==> config.mk <==
export PLATFORM = sky130hd
export DESIGN_NAME = fp_exc_status
export DESIGN_NICKNAME = d
export VERILOG_FILES = /design/src/rtl/fpx_pkg.sv /design/src/rtl/fpx_prio_pick.sv /design/src/rtl/fpx_exc_next.sv /design/src/rtl/fp_exc_status.sv
export SDC_FILE = /design/constraint.sdc
export NUM_CORES = 1
export LEC_CHECK = 0
export ABC_CLOCK_PERIOD_IN_PS = 1400
export BUFFER_PORTS_ARGS = -buffer_cell sky130_fd_sc_hd__buf_2
export CORE_UTILIZATION = 43
export CTS_CLUSTER_SIZE = 14
export DETAILED_ROUTE_END_ITERATION = 8
export PLACE_DENSITY = 0.86
export SLEW_MARGIN = 40
export SYNTH_ARGS = -nofsm -noshare
export SYNTH_HDL_FRONTEND = slang
export SYNTH_SLANG_ARGS = --single-unit
==> constraint.sdc <==
create_clock -name clk -period 1.4 [get_ports clk]
set_input_delay 0.28 -clock clk [delete_from_list [all_inputs] [get_ports clk]]
set_output_delay 0.28 -clock clk [all_outputs]
set_load 0.02 [all_outputs]
==> src/rtl/fpx_pkg.sv <==
package fpx_pkg;
  // Field geometry of the status register; neighbours decode these positions.
  localparam int FLAG_W   = 5;
  localparam int TT_W     = 3;
  localparam int MASK_LSB = 23;
  localparam int ACC_LSB  = 5;
  localparam int CUR_LSB  = 0;
  localparam int TT_LSB   = 14;

  // Trap-type code reported for an IEEE exception trap.
  localparam logic [TT_W-1:0] TT_IEEE = 3'd1;
endpackage

==> src/rtl/fpx_prio_pick.sv <==
// Keeps only the most significant set bit; the flag order puts invalid on top.
module fpx_prio_pick #(
  parameter int W = 5
) (
  input  logic [W-1:0] req,
  output logic [W-1:0] pick
);
  assign pick[W-1] = req[W-1];
  for (genvar i = 0; i < W-1; i++) begin : g_bit
    assign pick[i] = req[i] & ~(|req[W-1:i+1]);
  end
endmodule

==> src/rtl/fpx_exc_next.sv <==
// Computes the trap decision and the next register value for one completed operation.
module fpx_exc_next
  import fpx_pkg::*;
#(
  parameter int REG_W = 32
) (
  input  logic [REG_W-1:0]  cur_reg,
  input  logic [FLAG_W-1:0] flags,
  output logic [REG_W-1:0]  nxt_reg,
  output logic              trap
);
  logic [FLAG_W-1:0] enabled;
  logic [FLAG_W-1:0] single;

  assign enabled = flags & cur_reg[MASK_LSB +: FLAG_W];
  assign trap    = |enabled;

  fpx_prio_pick #(.W(FLAG_W)) u_pick (
    .req  (enabled),
    .pick (single)
  );

  always_comb begin
    nxt_reg = cur_reg;
    if (trap) begin
      nxt_reg[CUR_LSB +: FLAG_W] = single;
      nxt_reg[TT_LSB +: TT_W]    = TT_IEEE;
    end else begin
      nxt_reg[CUR_LSB +: FLAG_W] = flags;
      nxt_reg[ACC_LSB +: FLAG_W] = cur_reg[ACC_LSB +: FLAG_W] | flags;
    end
  end
endmodule

==> src/rtl/fp_exc_status.sv <==
module fp_exc_status
  import fpx_pkg::*;
#(
  parameter int REG_W = 32
) (
  input  logic              clk,
  input  logic              rst,
  input  logic              op_done,
  input  logic [FLAG_W-1:0] op_flags,
  input  logic              sw_we,
  input  logic [REG_W-1:0]  sw_wdata,
  output logic [REG_W-1:0]  status_q,
  output logic              trap_req,
  output logic [TT_W-1:0]   trap_type,
  output logic              advance
);
  logic [REG_W-1:0] upd_reg;
  logic             upd_trap;

  fpx_exc_next #(.REG_W(REG_W)) u_next (
    .cur_reg (status_q),
    .flags   (op_flags),
    .nxt_reg (upd_reg),
    .trap    (upd_trap)
  );

  always_ff @(posedge clk) begin
    if (rst) begin
      status_q <= '0;
      trap_req <= 1'b0;
      advance  <= 1'b0;
    end else begin
      if (sw_we)        status_q <= sw_wdata;
      else if (op_done) status_q <= upd_reg;
      trap_req <= op_done & upd_trap;
      advance  <= op_done & ~upd_trap;
    end
  end

  assign trap_type = status_q[TT_LSB +: TT_W];

  // at most one outcome at a time
  a_r7_exclusive: assert property (@(posedge clk) disable iff (rst)
    trap_req |-> !advance);

  // each strobe gives exactly one outcome
  a_r7_one_per_op: assert property (@(posedge clk) disable iff (rst)
    (!$past(rst) && $past(op_done)) |-> (trap_req ^ advance));

  // no pulse without a strobe
  a_r9_no_spurious: assert property (@(posedge clk) disable iff (rst)
    (!$past(rst) && !$past(op_done)) |-> (!trap_req && !advance));

  // a trap leaves a single current flag
  a_r4_single_flag: assert property (@(posedge clk) disable iff (rst)
    (trap_req && !$past(sw_we)) |-> ($countones(status_q[CUR_LSB +: FLAG_W]) == 1));

  // a trap keeps the accrued field and sets the trap type
  a_r5_acc_kept: assert property (@(posedge clk) disable iff (rst)
    (trap_req && !$past(sw_we)) |->
      (status_q[ACC_LSB +: FLAG_W] == $past(status_q[ACC_LSB +: FLAG_W]) && trap_type == TT_IEEE));

  // software write wins
  a_r8_sw_wins: assert property (@(posedge clk) disable iff (rst)
    (!$past(rst) && $past(sw_we)) |-> (status_q == $past(sw_wdata)));
endmodule

==> impl_metrics.ini <==
[logic_synthesis]
avgSynthCellArea_sq_um = 9.785
syn-num-nets = 186
synth_ff_type = dfxtp_1
yosysTopAreaCell = dfxtp_1
synth_most_common_cell = dfxtp_1
async_reset_ff_frac = 0
synth_common_cells = dfxtp_1 (34), mux2i_1 (25), nor2_1 (21), a21oi_1 (12)
yosysTopAreaCellShare = 0.4797
netlist_area_sq_mm = 0.001419
ys_warn_count = 0
synth_edf_count = 0
netlist_top_cells_area = dfxtp_1 (48%), mux2i_1 (18%), nor2_1 (5.6%)
synthCells = 145
yosysUniqueCellTypes = 22
seq_area_frac_synth = 0.4797
synth-seq-cells = 34

[power_and_ir_drop]
p_total_mw = 1.968
clkPwrFrac = 0.242
intPower_mw = 1.401
p_sw_mw = 0.5676
pwr-share-seq = 0.542
leakagePower_nw = 0.9836
powerDensity_mw_per_mm2 = 1032
switching_share = 0.2884
peakVddDrop_mv = 0.5666
pwr-share-comb = 0.216

[detailed_routing]
drc = 0
drtIter0Drc = 65
detail_route.first_pass.iterations = 4
wirelength_mm = 3.419
via_per_inst = 5.126
wl_per_cell_um = 12.71
ant_nets = 0
vias = 1379

[global_routing]
grt_overflow = 0
antenna_found_initial = 0
grt_pass1_wl_mm = 5.216
grt_usage = 0.1991
grt_max_degree = 31
first_global_vias = 1223

[cts]
hold_buffers = 0
cts_root_buf = clkbuf_4
cts_buffer_depth = 2
post_cts_buffers = 0
cts_tree = yes
htreeDepth = 2
clock-sinks = 34
cts-buffers-inserted = 5
ctsResizeCount = 0
worstSkewPairLatency_ns = 0.32
clk_pin_slew_worst_paths_ns = 0.09

[layout]
layout.nets = 266
diodes = 0
syn_to_final_growth_pct = 34.39
regArea_sq_um = 680.7
drive_above_1_share = 0.4222
fill_cells = 288
multi_input_area_sq_um = 658.1

[timing]
hold_viol = 0
relSlewSlack = 0.7955
skew_ns = 0.003961
tightest_slew_ns = 0.3068
setup-violations-final = 0
maxSlewViolCount = 0
min_period_ns = 1.311
rsz0062_at_grt = no
fin_tns_setup_ns = 0
hold_slack_ns = 0.1850
fmax_ghz = 0.7626
finalCritPeriodShare = 0.9367

[setup_path]
startpoint = status_q[27]$_SDFFE_PP0P_
worstPathRequired_ns = 1.65
crit_path_max_fanout = 9
timing.rr.start = status_q[27]$_SDFFE_PP0P_
cp.arrival_ns = 1.56
crit_type = reg -> reg
r2r_setup_slack_ns = 0.09
crit_path_start_kind = flop
endpoint_kind = flop

[floorplanning]
pin_count = 78
coreArea_sq_mm = 0.003103
fp.dieH_um = 59.44
initial_core_util = 0.4573
dieArea_sq_mm = 0.003533
fp.dieW_um = 59.44
rows = 20

[placed_design]
gp_congestion = 0.8419
numPortBuffers = 77
hpwl_mm = 2.604

[worst_hold_path]
hold_path.class = in -> reg
hp-start = sw_wdata[13]

[run_status]
status = finished clean

[run]
maxCapViolCount = 0
[per-stage QoR]
step                      setup WS (ns)  cells  area [sq um]    util
after floorplan                 0.09252    145          1419       -
after global placement          0.05986    262          1862  0.6000
after detailed placement        0.01753    262          1862  0.6000
after CTS                        0.1082    269          1907  0.6145
after global routing            0.07702    269          1907  0.6145
final                           0.08866    269          1907  0.6145
[cell families (layout without fill, tap and decap cells)]
kind of cell / Yosys count / in the layout / synth area share
AND/OR/NAND/NOR: 44 / 44 / 0.1561
AO/OA/AOI/OAI: 26 / 26 / 0.1314
multiplexers: 25 / 25 / 0.1764
buffers and inverters: 16 / 96 / 0.05644
flip-flops: 34 / 34 / 0.4797
[critical path: stages (launching register included)]
cell,delay [ns]
dfxtp_1,0.33
a222oi_1,0.32
buf_4,0.22
and4_4,0.26
o2bb2ai_1,0.12
[area by class of cell]
class,count,share of cell area
well taps,44,0.02887
inverters,2,0.003937
clock buffers,7,0.02362
flip-flops and latches,34,0.3570
repair buffers,87,0.2415
multi-input cells,95,0.3451
[metal layers]
metal	global-route usage	routed length, um	vias to the layer above
met4	0.07143	52	0
met3	0.06987	311	8
met2	0.3307	1637	73
li1	-	-	673
met5	0	0	-
met1	0.2358	1418	625
[state kept, by name, summed over array words and instances (netlist names)]
name      count
status_q     32
advance       1
trap_req      1
[placed cells by master, fill, tap and decap left out]
cell type and n:
buf_2 77, dfxtp_1 34, mux2i_1 25, nor2_1 21, a21oi_1 12, buf_4 10, nand2_1 6, nand4_1 6
nor3b_1 6, o2bb2ai_1 5, clkbuf_4 5, nor2b_1 3, inv_1 2, a31oi_1 2, o2111ai_1 2, clkbuf_1 2
and3_2 1, o21ai_0 1, a222oi_1 1, a22oi_4 1, and4_4 1, a31o_1 1, a22oi_1 1
[power by group through the flow]
stage               registers, mW  clock network (mW)  logic [mW]
floorplan                    1.17                   0       0.176
global placement             1.09                   0       0.416
detailed placement           1.09                   0       0.425
CTS                          1.07               0.493       0.427
global route                 1.07               0.529       0.459
finish                       1.07               0.476       0.425
[path summary, 6_finish.rpt]
path                                                  end  cells past startpoint
worst max-delay path             status_q[7]$_SDFFE_PP0P_                      4
worst min-delay path            status_q[13]$_SDFFE_PP0P_                      3
worst max register to register   status_q[7]$_SDFFE_PP0P_                      4
worst min register to register  status_q[20]$_SDFFE_PP0P_                      2
Note: power is estimated with default switching activity, not from simulation.
